### config.mk
export PLATFORM = sky130hd
export DESIGN_NAME = snoop_combiner
export DESIGN_NICKNAME = d
export VERILOG_FILES = /design/src/rtl/snoop_pkg.sv /design/src/rtl/snoop_reduce.sv /design/src/rtl/snoop_ctrl.sv /design/src/rtl/snoop_combiner.sv
export SDC_FILE = /design/constraint.sdc
export NUM_CORES = 1
export LEC_CHECK = 0
export ABC_AREA = 1
export BUFFER_PORTS_ARGS = -buffer_cell sky130_fd_sc_hd__buf_2
export CAP_MARGIN = 10
export CELL_PAD_IN_SITES_DETAIL_PLACEMENT = 0
export CELL_PAD_IN_SITES_GLOBAL_PLACEMENT = 2
export CORE_MARGIN = 2
export CORE_UTILIZATION = 24
export DETAILED_ROUTE_END_ITERATION = 10
export GPL_TIMING_DRIVEN = 1
export HOLD_SLACK_MARGIN = 0.1
export MAX_ROUTING_LAYER = met4
export PLACE_DENSITY_LB_ADDON = 0.08
export SYNTH_ARGS = -nofsm -noshare
export SYNTH_HDL_FRONTEND = slang
export SYNTH_SLANG_ARGS = --single-unit
### constraint.sdc
create_clock -name clk_i -period 1.9 [get_ports clk_i]
set_clock_uncertainty 0.2 [all_clocks]
set_input_delay 0.095 -clock clk_i [delete_from_list [all_inputs] [get_ports clk_i]]
set_output_delay 0.095 -clock clk_i [all_outputs]
set_load 0.05 [all_outputs]
### src/rtl/snoop_pkg.sv
package snoop_pkg;
  typedef enum logic [1:0] {
    SRC_MEM   = 2'b00,
    SRC_CACHE = 2'b01,
    SRC_NONE  = 2'b10
  } data_src_e;
endpackage

### src/rtl/snoop_reduce.sv
module snoop_reduce #(
  parameter int N_CACHE = 4,
  localparam int ID_W = (N_CACHE > 1) ? $clog2(N_CACHE) : 1
) (
  input  logic [N_CACHE-1:0] shared_i,
  input  logic [N_CACHE-1:0] dirty_i,
  input  logic [N_CACHE-1:0] busy_i,
  output logic               any_shared_o,
  output logic               any_dirty_o,
  output logic               any_busy_o,
  output logic [ID_W-1:0]    owner_o
);
  assign any_shared_o = |shared_i;
  assign any_dirty_o  = |dirty_i;
  assign any_busy_o   = |busy_i;

  // lowest-index owner wins
  always_comb begin
    owner_o = '0;
    for (int i = N_CACHE-1; i >= 0; i--) begin
      if (dirty_i[i]) owner_o = ID_W'(i);
    end
  end
endmodule

### src/rtl/snoop_ctrl.sv
module snoop_ctrl
  import snoop_pkg::*;
#(
  parameter int FIX_LAT = 4,
  parameter int ID_W    = 2,
  localparam int CNT_W  = $clog2(FIX_LAT + 1)
) (
  input  logic            clk_i,
  input  logic            rst_ni,
  input  logic            addr_valid_i,
  input  logic            excl_rd_i,
  input  logic            lat_fixed_i,
  input  logic            any_shared_i,
  input  logic            any_dirty_i,
  input  logic            any_busy_i,
  input  logic [ID_W-1:0] owner_i,
  output logic            addr_ready_o,
  output logic            grant_valid_o,
  output logic [1:0]      grant_src_o,
  output logic [ID_W-1:0] grant_owner_o,
  output logic            proto_err_o
);
  typedef enum logic {ST_IDLE, ST_SNOOP} state_e;

  state_e           state_q;
  logic [CNT_W-1:0] cnt_q;
  logic             excl_q, fix_q;
  logic             gnt_q, err_q;
  data_src_e        src_q;
  logic [ID_W-1:0]  own_q;
  logic             sample_now;
  data_src_e        src_d;

  assign sample_now = fix_q ? (cnt_q == CNT_W'(FIX_LAT)) : !any_busy_i;

  always_comb begin
    if (any_dirty_i)                src_d = SRC_CACHE;
    else if (excl_q && any_shared_i) src_d = SRC_NONE;
    else                            src_d = SRC_MEM;
  end

  always_ff @(posedge clk_i or negedge rst_ni) begin
    if (!rst_ni) begin
      state_q <= ST_IDLE;
      cnt_q   <= '0;
      excl_q  <= 1'b0;
      fix_q   <= 1'b0;
      gnt_q   <= 1'b0;
      err_q   <= 1'b0;
      src_q   <= SRC_MEM;
      own_q   <= '0;
    end else begin
      gnt_q <= 1'b0;
      err_q <= 1'b0;
      unique case (state_q)
        ST_IDLE: begin
          if (addr_valid_i) begin
            state_q <= ST_SNOOP;
            cnt_q   <= CNT_W'(1);
            excl_q  <= excl_rd_i;
            fix_q   <= lat_fixed_i;
          end
        end
        ST_SNOOP: begin
          if (sample_now) begin
            state_q <= ST_IDLE;
            gnt_q   <= 1'b1;
            src_q   <= src_d;
            own_q   <= owner_i;
            err_q   <= fix_q && any_busy_i;
          end else if (cnt_q != CNT_W'(FIX_LAT)) begin
            cnt_q <= cnt_q + CNT_W'(1);
          end
        end
        default: state_q <= ST_IDLE;
      endcase
    end
  end

  assign addr_ready_o  = (state_q == ST_IDLE);
  assign grant_valid_o = gnt_q;
  assign grant_src_o   = src_q;
  assign grant_owner_o = own_q;
  assign proto_err_o   = err_q;

  AST_ONE_OUTSTANDING: assert property (@(posedge clk_i) disable iff (!rst_ni)
    (addr_ready_o && addr_valid_i) |=> !addr_ready_o);
  AST_GRANT_PULSE: assert property (@(posedge clk_i) disable iff (!rst_ni)
    grant_valid_o |=> !grant_valid_o);
  AST_GRANT_READY: assert property (@(posedge clk_i) disable iff (!rst_ni)
    grant_valid_o |-> addr_ready_o);
  AST_SRC_LEGAL: assert property (@(posedge clk_i) disable iff (!rst_ni)
    grant_valid_o |-> (grant_src_o != 2'b11));
endmodule

### src/rtl/snoop_combiner.sv
module snoop_combiner
  import snoop_pkg::*;
#(
  parameter int N_CACHE = 4,
  parameter int FIX_LAT = 4,
  localparam int ID_W = (N_CACHE > 1) ? $clog2(N_CACHE) : 1
) (
  input  logic               clk_i,
  input  logic               rst_ni,
  input  logic               addr_valid_i,
  input  logic               excl_rd_i,
  input  logic               lat_fixed_i,
  input  logic [N_CACHE-1:0] snp_shared_i,
  input  logic [N_CACHE-1:0] snp_dirty_i,
  input  logic [N_CACHE-1:0] snp_busy_i,
  output logic               addr_ready_o,
  output logic               line_shared_o,
  output logic               line_dirty_o,
  output logic               line_busy_o,
  output logic               grant_valid_o,
  output logic [1:0]         grant_src_o,
  output logic [ID_W-1:0]    grant_owner_o,
  output logic               proto_err_o
);
  logic [ID_W-1:0] owner;

  snoop_reduce #(.N_CACHE(N_CACHE)) u_reduce (
    .shared_i     (snp_shared_i),
    .dirty_i      (snp_dirty_i),
    .busy_i       (snp_busy_i),
    .any_shared_o (line_shared_o),
    .any_dirty_o  (line_dirty_o),
    .any_busy_o   (line_busy_o),
    .owner_o      (owner)
  );

  snoop_ctrl #(.FIX_LAT(FIX_LAT), .ID_W(ID_W)) u_ctrl (
    .clk_i         (clk_i),
    .rst_ni        (rst_ni),
    .addr_valid_i  (addr_valid_i),
    .excl_rd_i     (excl_rd_i),
    .lat_fixed_i   (lat_fixed_i),
    .any_shared_i  (line_shared_o),
    .any_dirty_i   (line_dirty_o),
    .any_busy_i    (line_busy_o),
    .owner_i       (owner),
    .addr_ready_o  (addr_ready_o),
    .grant_valid_o (grant_valid_o),
    .grant_src_o   (grant_src_o),
    .grant_owner_o (grant_owner_o),
    .proto_err_o   (proto_err_o)
  );

  AST_WAIT_SNOOP: assert property (@(posedge clk_i) disable iff (!rst_ni)
    (grant_valid_o && !proto_err_o) |-> !$past(line_busy_o));
  AST_DIRTY_INHIBITS_MEM: assert property (@(posedge clk_i) disable iff (!rst_ni)
    (grant_valid_o && $past(line_dirty_o)) |-> (grant_src_o == 2'b01));
  AST_SUPPRESS_NEEDS_SHARED: assert property (@(posedge clk_i) disable iff (!rst_ni)
    (grant_valid_o && grant_src_o == 2'b10) |-> ($past(line_shared_o) && !$past(line_dirty_o)));
  AST_ERR_WITH_GRANT: assert property (@(posedge clk_i) disable iff (!rst_ni)
    proto_err_o |-> (grant_valid_o && $past(line_busy_o)));
endmodule

# Yosys cells after proc, flatten, opt, wreduce, memory -nomap -nowiden

Cells that the tools add are included.

Flip-flop bits (word level): 12
Bits of input ports: 17
Output and inout port bits: 10
Word-level logic and storage cells: 42

Add/subtract/negate cells: 1
Equality and inequality tests: 5
Mux-type cells: 18
Bitwise gates (word level): 1
Reductions and logical operators: 9

Operators with widths:

| kind                                                           | number |
|---|---|
| 2-bit 2-to-1 mux                                               | 6 |
| 4-bit OR reduction                                             | 3 |
| 3-bit 2-to-1 mux                                               | 3 |
| 1-bit 2-to-1 mux                                               | 7 |
| 2-bit != test (second input constant)                          | 3 |
| 3-bit case mux with 2 select lines                             | 1 |
| 2-bit AND reduction                                            | 2 |
| 3-bit by 1-bit adder with 3-bit output (second input constant) | 1 |
| 3-bit equality test (second input constant)                    | 1 |
| 3-bit != test (second input constant)                          | 1 |
| 3-bit AND reduction                                            | 1 |
| 1-bit logical AND                                              | 2 |
| 1-bit case mux with 2 select lines                             | 1 |
| 1-bit logical NOT                                              | 1 |
| 1-bit NOT                                                      | 1 |

# Longest topological paths before layout

Gate-level depths: netlist of the first run.

Depth after elaboration: 5
Mapped depth: 9
Depth with buffers taken out: 8

# Modules after synthesis

From an unflattened synthesis of the first run, not the netlist that was laid out.

Cells, all modules: 78
Area, all modules: 633.1 sq um

Modules (own cells, without submodules):

| module       | instances | cells an instance | area an instance (sq um) | sequential area each (sq um) |
|---|---|---|---|---|
| snoop_ctrl   | 1         | 64                | 574.3                    | 300.3 |
| snoop_reduce | 1         | 14                | 58.8                     | 0.0 |

# Least setup slack after synthesis of the first run

No wires, ideal clock.

Path kind: reg-to-reg
Start: reg u_ctrl.cnt_q[0]
End: reg u_ctrl.own_q[1] (netlist: u_ctrl.grant_owner_o[1])
Arrival: 1.095 ns
Required time: 1.577 ns
Setup slack: 0.482 ns
Stages on the path, launching flop included: 9
Path buffers: 1
Period minus slack after synthesis: 1.418 ns
Cells stage by stage: dfrtp_1 -> inv_1 -> ha_1 -> nand2_1 -> a21oi_2 -> nand2_2 -> buf_6 -> nand2_1 -> o21ai_2

Word-level cells in the longest chain between the ends: 3

RTL lines:

| what                                 | RTL line         | source |
|---|---|---|
| from (decl)                          | snoop_ctrl.sv:26 | `logic [CNT_W-1:0] cnt_q;` |
| from (signal assigned)               | snoop_ctrl.sv:72 | `cnt_q <= cnt_q + CNT_W'(1);` |
| 3-bit equality test                  | snoop_ctrl.sv:34 | `assign sample_now = fix_q ? (cnt_q == CNT_W'(FIX_LAT)) : !any_busy_i;` |
| 1-bit 2-to-1 mux                     | snoop_ctrl.sv:34 |  |
| 2-bit AND reduction (no source line) | -                |  |
| to (signal assigned)                 | snoop_ctrl.sv:69 | `own_q <= owner_i;` |
| to (decl)                            | snoop_ctrl.sv:30 | `logic [ID_W-1:0] own_q;` |

Every way passes these cells.
A chain may end at the register's enable or synchronous reset.

# Worst setup path in the final report of the first run

Start: reg u_ctrl.state_q
End: reg u_ctrl.excl_q

Word-level cells in the longest chain between the ends: 2

RTL lines:

| what                                 | RTL line         | source |
|---|---|---|
| from (decl)                          | snoop_ctrl.sv:25 | `state_e state_q;` |
| from (signal assigned)               | snoop_ctrl.sv:44 | `state_q <= ST_IDLE;` |
| from (signal assigned)               | snoop_ctrl.sv:58 | `state_q <= ST_SNOOP;` |
| from (signal assigned)               | snoop_ctrl.sv:66 | `state_q <= ST_IDLE;` |
| 1-bit NOT                            | -                |  |
| 2-bit AND reduction (no source line) | -                |  |
| to (signal assigned)                 | snoop_ctrl.sv:60 | `excl_q <= excl_rd_i;` |
| to (decl)                            | snoop_ctrl.sv:27 | `logic excl_q, fix_q;` |

Every way passes these cells.

==> results.toml, run 1 <==
[global_route]
use_met3_pct = 5.74
grt_overflow = 0
grtUsageMet1_pct = 12.5
grt_first_pass_wirelength_mm = 2.48
grt_use_total_pct = 12.3
grt_pass1_vias = 619
busiest_layer = "met2"
antenna_found_initial = 0
grt_start_max_net_pins = 13
grtUsageMet2_pct = 20.8

[yosys]
synth_largest_area_cell = "dfrtp_1"
syn_area_um2 = 614
synth_area_leaders = "dfrtp_1, nand2_1, nor2_1, inv_1, ha_1"
ys_types = 17
syn_avg_cell_area_um2 = 8.08
synth_top_area_share_pct = 48.9
synthCells = 76
ys_warn_count = 0
synth-seq-cells = 12
ys_seq_area_share_pct = 48.9
synth_nets = 95

[timing]
hold_viol = 0
rsz0062_at_grt = "no"
min_period_over_period_pct = 96.0
max_freq_mhz = 548
worst_pin_slew_ns = 0.554
setup_ws_ns = 0.0763
slew_violations = 0
setup_tns_ns = 0
setup_viol = 0
fin_crit_ns = 1.82
timing.hold.ws_ns = 0.181
relSlewSlack_pct = 62.9

[clocking]
root_buffer = "clkbuf_4"
clkTransAtPathRegs_ns = 0.08
htree_levels = 1
cts_tree = "done"
postCtsHoldBufs = 17
insertion_delay_ns = 0.28
cts_buffers = 3
cts_sinks = 12
cts_setup_buffers = 0
clockBufferDepth = 2
cts-resized-gates = 0

[floorplanning]
io_pins = 27
rows = 18
design.core.area_um2 = 2450
die_w_um = 54.6
die_h_um = 54.6
die_area_um2 = 2980
initial_core_util_pct = 25.0

[cells_and_area]
nets = 142
layout-drive-gt1-share_pct = 31.1
num-fill-cells = 273
finalInstanceArea_um2 = 977
syn_to_final_growth_pct = 59.1
register_area_um2 = 300
multi_input_area_um2 = 264
final_cell_mix = "nand2_1, buf_2, dlygate4sd3_1"
antennaDiodeCount = 0

[routing]
vias = 633
routedWlPerCell_um = 9.21
drtIter0Drc = 2
wl_mm = 1.40
post_drt_via_cell_ratio = 4.16
route.detailed.drc = 0
dr.pass1.iters = 2
ant_nets = 0

[min_path]
min_path_cells = 6
holdCritPathClass = "in2reg"

[critical_path]
cp.required_ns = 1.86
end_kind = "register"
arrival_ns = 1.79
critPathKind = "reg2reg"
start_kind = "register"
rr_worst_depth = 4
critPathMaxFanout = 5

[place]
place.gp.congestion = 0.770
portBuffers = 26
dp_hpwl_mm = 1.02
dpl_cell_area_um2 = 771
place_ws_ns = 0.276

[run]
drv_cap = 0

[outcome]
status = "finished, final reports clean"

[power_and_ir_drop]
p_leak_nw = 0.522
p_per_area_nw_per_um2 = 1370
ir_drop_mv = 0.804
==> path summary, 6_finish.rpt <==
path                                                   start                                   to  slack [ns]
min                                            snp_busy_i[1]  u_ctrl.grant_owner_o[1]$_DFFE_PN0P_        0.18
max reg2reg                         u_ctrl.state_q$_DFF_PN0_            u_ctrl.excl_q$_DFFE_PN0P_        0.08
min reg2reg                u_ctrl.grant_src_o[1]$_DFFE_PN0P_    u_ctrl.grant_src_o[1]$_DFFE_PN0P_        0.28
max                                 u_ctrl.state_q$_DFF_PN0_            u_ctrl.excl_q$_DFFE_PN0P_        0.08
min in group asynchronous                             rst_ni         u_ctrl.proto_err_o$_DFF_PN0_        0.66
max in group asynchronous                             rst_ni    u_ctrl.grant_src_o[0]$_DFFE_PN0P_        0.48
==> sequential cells by signal, indices dropped and copies added, names as in the netlist <==
register              count
u_ctrl.cnt_q              3
u_ctrl.excl_q             1
u_ctrl.grant_owner_o      2
u_ctrl.grant_valid_o      1
u_ctrl.proto_err_o        1
u_ctrl.grant_src_o        2
u_ctrl.state_q            1
u_ctrl.fix_q              1
==> cells by family after synthesis <==
family                   share of synthesized area, %
buffers and inverters                            8.15
adder cells (fa/ha/maj)                          4.07
AO/OA/AOI/OAI                                    7.53
multiplexers                                     1.83
flip-flops                                       48.9
AND/OR/NAND/NOR                                  29.5
==> worst max-delay path, cell delays in order (launching register included) <==
cell and delay [ns]:
dfrtp_1 0.43, inv_2 0.09, nand2_1 0.11, mux2_2 0.33, dlygate4sd3_1 0.55
==> routing by layer <==
metal	vias to the layer above	part of all wire [%]	routed length, um
li1	334	-	-
met1	280	43	597
met2	17	51	714
met3	2	5.2	73
met4	0	1.1	15
met5	-	0	0
==> cell usage after synthesis <==
cell type and n:
mux2_2 1, or2_2 1, nand3_1 3, ha_1 2, o21ai_0 1, nor2_1 10
dfrtp_1 12, nand2_2 1, o21ai_2 2, nand2_1 26, inv_1 7, clkinv_4 1
a21oi_1 3, inv_2 1, buf_6 1, nand4_1 3, a21oi_2 1
==> final cells by class <==
cell class | count | share of cell area, %
Multi-Input combinational cell | 54 | 27.0
Clock buffer | 4 | 3.71
Sequential cell | 12 | 30.7
Inverter | 9 | 3.97
Tap cell | 30 | 3.84
Timing Repair Buffer | 43 | 30.7
==> through the flow <==
stage               instances  utilization, %  power, mW
CTS                       152            39.8       1.37
global placement          131            31.4       1.12
detailed placement        131            31.4       1.11
finish                    152            39.8       1.34
global route              152            39.8       1.46
floorplan                  76               -      0.978
==> where the power goes <==
group / internal, mW / switching, mW
clock: 0.117 / 0.0909
sequential: 0.363 / 0.0791
combinational: 0.233 / 0.459
total: 0.713 / 0.629
Power figures use the tool's default switching activity.
==> run 2, diff against run 1 <==
- CORE_MARGIN: 2 -> default
- MAX_ROUTING_LAYER: met4 -> default
- PLACE_DENSITY_LB_ADDON: 0.08 -> 0.1
==> results.toml, run 2 (same netlist as run 1, synthesis figures left out) <==
[place]
dp.cells = 129
portBuffers = 26
dp_hpwl_um = 976
place.gp.congestion = 0.739

[global_route]
grt_pass1_vias = 609
grt_use_total_pct = 12.9
grt_first_pass_wirelength_mm = 2.49
grt_start_max_net_pins = 13
grt_overflow = 0
antenna_found_initial = 0

[clocking]
insertion_delay_ns = 0.28
clkTransAtPathRegs_ns = 0.08
htree_levels = 1
cts_sinks = 12
clockBufferDepth = 2
cts_setup_buffers = 0
cts_buffers = 3
root_buffer = "clkbuf_4"
cts_tree = "done"

[timing]
rsz0062_at_grt = "no"
max_freq_mhz = 550
hold_viol = 0
relSlewSlack_pct = 61.8
setup_viol = 0
slew_violations = 0
min_period_over_period_pct = 95.7
fin_crit_ns = 1.82
setup_tns_ns = 0
worst_pin_slew_ns = 0.571

[power_and_ir_drop]
p_sw_mw = 0.630
ir_drop_mv = 0.894
p_leak_nw = 0.522
seq_power_share_pct = 32.5
intPower_mw = 0.713
p_per_area_nw_per_um2 = 1380
p_clk_share_pct = 15.7
switching_share_pct = 46.9
combPwrFrac_pct = 51.9

[floorplanning]
design.core.area_um2 = 2320
die_w_um = 52.6
die_area_um2 = 2770
die_h_um = 52.6
initial_core_util_pct = 26.5
rows = 17
io_pins = 27

[cells_and_area]
finalNonFillerCells = 150
syn_to_final_growth_pct = 58.7
nets = 142
num-fill-cells = 257
top_register = "u_ctrl.cnt_q"
antennaDiodeCount = 0
layout-drive-gt1-share_pct = 31.1
final_cell_mix = "nand2_1, buf_2, dlygate4sd3_1"
largest_reg_flops = 3

[routing]
route.detailed.drc = 0
vias = 624
ant_nets = 0
post_drt_via_cell_ratio = 4.16
wl_mm = 1.32
drtIter0Drc = 4
dr.pass1.iters = 4
routedWlPerCell_um = 8.81

[run]
drv_cap = 0

[min_path]
holdCritPathClass = "in2reg"

[outcome]
status = "finished, final reports clean"

[critical_path]
start_kind = "register"
critPathKind = "reg2reg"
end_kind = "register"
arrival_ns = 1.78
critPathMaxFanout = 5
cp.required_ns = 1.86
-- run 2: cell counts in the layout (fill, tap and decap cells not counted) --
No cell type changed its count.
-- run 2: area by class of cell --
cell class	count	area, um^2	share of cell area, %
clock buffer	4	36.3	3.72
sequential	12	300	30.8
multi-input combinational	54	264	27.1
inverter	9	38.8	3.98
timing repair buffer	43	300	30.8
tap	28	35.0	3.59
-- run 2: worst max-delay path, cell delays in order (launching register included) --
cell and delay [ns]:
dfrtp_1 0.42, inv_2 0.09, nand2_1 0.11, mux2_2 0.34
dlygate4sd3_1 0.56
-- run 2: repair_timing --
item,4_1_cts,5_1_grt
resized for setup,0,0
hold endpoints to repair,23,0
hold buffers,17,0
-- run 2: layer usage --
| metal | share of wire (%) | wire (um) | GRT usage [%] | vias to the layer above |
|---|---|---|---|---|
| met2 | 46 | 605 | 21.1 | 15 |
| met1 | 47 | 622 | 14.4 | 271 |
| li1 | - | - | - | 333 |
| met3 | 5.4 | 72 | 6.09 | 5 |
| met4 | 1.6 | 21 | 5.26 | 0 |
| met5 | 0 | 0 | 0 | - |
-- run 2: power by group through the flow --
stage | Clock [mW] | Sequential (mW) | Combinational (mW)
5_1_grt | 0.234 | 0.455 | 0.782
4_1_cts | 0.220 | 0.438 | 0.705
2_1_floorplan | 0 | 0.592 | 0.386
6_report | 0.210 | 0.436 | 0.697
3_5_place_dp | 0 | 0.443 | 0.660
3_3_place_gp | 0 | 0.447 | 0.668
-- run 2: through the flow --
step | total power [mW] | hold WS (ns) | util, % | instance area (um^2) | worst slack, ns
CTS | 1.36 | 0.196 | 42.0 | 975 | 0.0770
global placement | 1.11 | -0.195 | 33.1 | 768 | 0.304
global route | 1.47 | 0.261 | 42.0 | 975 | 0.0116
detailed placement | 1.10 | -0.198 | 33.1 | 768 | 0.284
floorplan | 0.978 | -0.401 | - | 614 | 0.482
finish | 1.34 | 0.195 | 42.0 | 975 | 0.0815
-- run 2: final timing paths --
check / to / start / cells past startpoint / slack [ns]
worst max-delay path: u_ctrl.excl_q$_DFFE_PN0P_ / u_ctrl.state_q$_DFF_PN0_ / 4 / 0.08
worst min-delay path: u_ctrl.grant_owner_o[1]$_DFFE_PN0P_ / snp_busy_i[1] / 6 / 0.19
worst max register to register: u_ctrl.excl_q$_DFFE_PN0P_ / u_ctrl.state_q$_DFF_PN0_ / 4 / 0.08
worst min register to register: u_ctrl.grant_owner_o[0]$_DFFE_PN0P_ / u_ctrl.grant_owner_o[0]$_DFFE_PN0P_ / 2 / 0.28
max in group asynchronous: u_ctrl.grant_owner_o[0]$_DFFE_PN0P_ / rst_ni / 3 / 0.46
min in group asynchronous: u_ctrl.proto_err_o$_DFF_PN0_ / rst_ni / 3 / 0.66
==> run 3, diff against run 2 <==
- SYNTH_HIERARCHICAL: default -> 1
- TNS_END_PERCENT: default -> 5
==> results.toml, run 3 <==
[yosys]
synth_largest_area_cell = "dfrtp_1"
syn_avg_cell_area_um2 = 8.12
async_flop_share_pct = 100
yosysMostFrequentCell = "nand2_1"
ys_seq_area_share_pct = 47.4
synth-seq-cells = 12
synth_top_area_share_pct = 47.4
synth_area_leaders = "dfrtp_1, nand2_1, nor2_1, inv_1, ha_1"
ys_warn_count = 6
ys_types = 16
syn_area_um2 = 633
synth_edf_count = 0
synthFlopType = "dfrtp_1"
synth_common_cells = "nand2_1, dfrtp_1, nor2_1"
synthCells = 78
synth_nets = 97

[timing]
min_period_over_period_pct = 90.2
worst_pin_slew_ns = 0.556
slew_violations = 0
fin_crit_ns = 1.71
setup_tns_ns = 0
rsz0062_at_grt = "no"
max_freq_mhz = 583
relSlewSlack_pct = 62.8
hold_viol = 0
setup_ws_ns = 0.185
timing.hold.ws_ns = 0.211
setup_viol = 0

[cells_and_area]
antennaDiodeCount = 0
finalInstanceArea_um2 = 997
syn_to_final_growth_pct = 57.5
num-fill-cells = 283
final_cell_mix = "nand2_1, buf_2, dlygate4sd3_1"
top_register = "u_ctrl/cnt_q"
finalNonFillerCells = 154
nets = 144
largest_reg_flops = 3
layout.cells.most_common = "nand2_1"
layout-drive-gt1-share_pct = 32.3

[critical_path]
critPathKind = "in2reg"
rr_worst_depth = 5
cp.required_ns = 1.91
arrival_ns = 1.73
r2r-end = "u_ctrl/fix_q$_DFFE_PN0P_"
critPathMaxFanout = 2
start_kind = "primary input"
startpoint = "snp_dirty_i[3]"
cp-endpoint = "u_ctrl/grant_src_o[1]$_DFFE_PN0P_"
end_kind = "register"
rrSetupSlack_ns = 0.21
rr_startpoint = "u_ctrl/state_q$_DFF_PN0_"

[routing]
ant_nets = 0
routedWlPerCell_um = 9.08
drtIter0Drc = 6
wl_mm = 1.40
route.detailed.drc = 0
vias = 632
post_drt_via_cell_ratio = 4.10
dr.pass1.iters = 4

[floorplanning]
die_area_um2 = 2850
design.core.area_um2 = 2480
die_w_um = 53.4
rows = 18
initial_core_util_pct = 25.6
io_pins = 27
die_h_um = 53.4

[clocking]
clockBufferDepth = 2
root_buffer = "clkbuf_4"
clkTransAtPathRegs_ns = 0.08
htree_levels = 1
cts_tree = "done"
insertion_delay_ns = 0.27
cts-resized-gates = 0
cts_setup_buffers = 0
cts_buffers = 3
cts_sinks = 12

[power_and_ir_drop]
p_per_area_nw_per_um2 = 1360
p_leak_nw = 0.556
ir_drop_mv = 0.623

[place]
dpl_cell_area_um2 = 801
portBuffers = 26
dp.cells = 134
place.gp.congestion = 0.717
dp_hpwl_mm = 1.01
place_ws_ns = 0.440

[outcome]
status = "finished, final reports clean"

[global_route]
grt_use_total_pct = 12.0
grt_pass1_vias = 646
grt_first_pass_wirelength_mm = 2.41
grt_overflow = 0
antenna_found_initial = 0
grt_start_max_net_pins = 13

[min_path]
holdCritPathClass = "in2reg"

[run]
drv_cap = 0
run 3: cell types whose count changed after synthesis, moves of 2 or more:
cell,change
nand2_1,+4
nand3_1,-3
nand3_2,+2
o21ai_2,-2
run 3: repair_timing:
| item | 4_1_cts | 5_1_grt |
|---|---|---|
| hold buffers | 16 | 0 |
| setup endpoints to repair | 0 | 0 |
| hold endpoints to repair | 23 | 0 |
run 3: metrics by stage:
stage / power [mW] / utilization, %
CTS: 1.38 / 40.3
global placement: 1.15 / 32.3
global route: 1.47 / 40.3
floorplan: 0.980 / -
detailed placement: 1.14 / 32.3
finish: 1.35 / 40.3
run 3: critical path, cell delays in order:
cell           delay (ns)
dlygate4sd3_1        0.54
buf_2                0.13
nor2_1               0.11
nand2_1              0.08
dlygate4sd3_1        0.57
nor2_1               0.10
nand2_1              0.05
nand2_1              0.05
run 3: area by class of cell:
class	count	area, um^2	share of cell area [%]
Timing Repair Buffer	42	290	29.1
Clock buffer	4	36.3	3.64
Sequential cell	12	300	30.1
Tap cell	30	37.5	3.76
Inverter	9	35.0	3.51
Multi-Input combinational cell	57	298	29.9
run 3: per-layer routing:
metal,share of wire [%],global-route usage (%),up-vias
met4,0,7.89,0
met5,0,0,-
met2,54,21.9,13
met1,44,12.5,285
met3,2.3,1.72,0
li1,-,-,334
run 3: cell families (layout without fill, tap and decap cells):
kind of cell,Yosys count,after routing,synth area share (%)
fa+ha+maj,2,2,3.95
buf+inv,9,55,5.53
mux,1,1,2.37
compound gates,3,3,2.96
flops,12,12,47.4
simple gates,51,51,37.7
run 3: report_power, final:
| part | total [mW] | internal [mW] | switching (mW) |
|---|---|---|---|
| sequential | 0.452 | 0.363 | 0.0885 |
| clock | 0.203 | 0.116 | 0.0867 |
| combinational | 0.700 | 0.232 | 0.468 |
run 3: worst min path at each step:
stage | start | endpoint | slack [ns] | cells after the start
after detailed placement | rst_ni | u_ctrl/cnt_q[1]$_DFFE_PN0P_ | -0.21 | 1
after floorplan | rst_ni | u_ctrl/cnt_q[0]$_DFFE_PN0P_ | -0.40 | 0
after global routing | snp_busy_i[2] | u_ctrl/grant_src_o[1]$_DFFE_PN0P_ | 0.31 | 7
final | snp_busy_i[1] | u_ctrl/grant_owner_o[0]$_DFFE_PN0P_ | 0.21 | 7
after CTS | snp_busy_i[1] | u_ctrl/grant_src_o[0]$_DFFE_PN0P_ | 0.21 | 7
after global placement | rst_ni | u_ctrl/cnt_q[2]$_DFFE_PN0P_ | -0.20 | 1
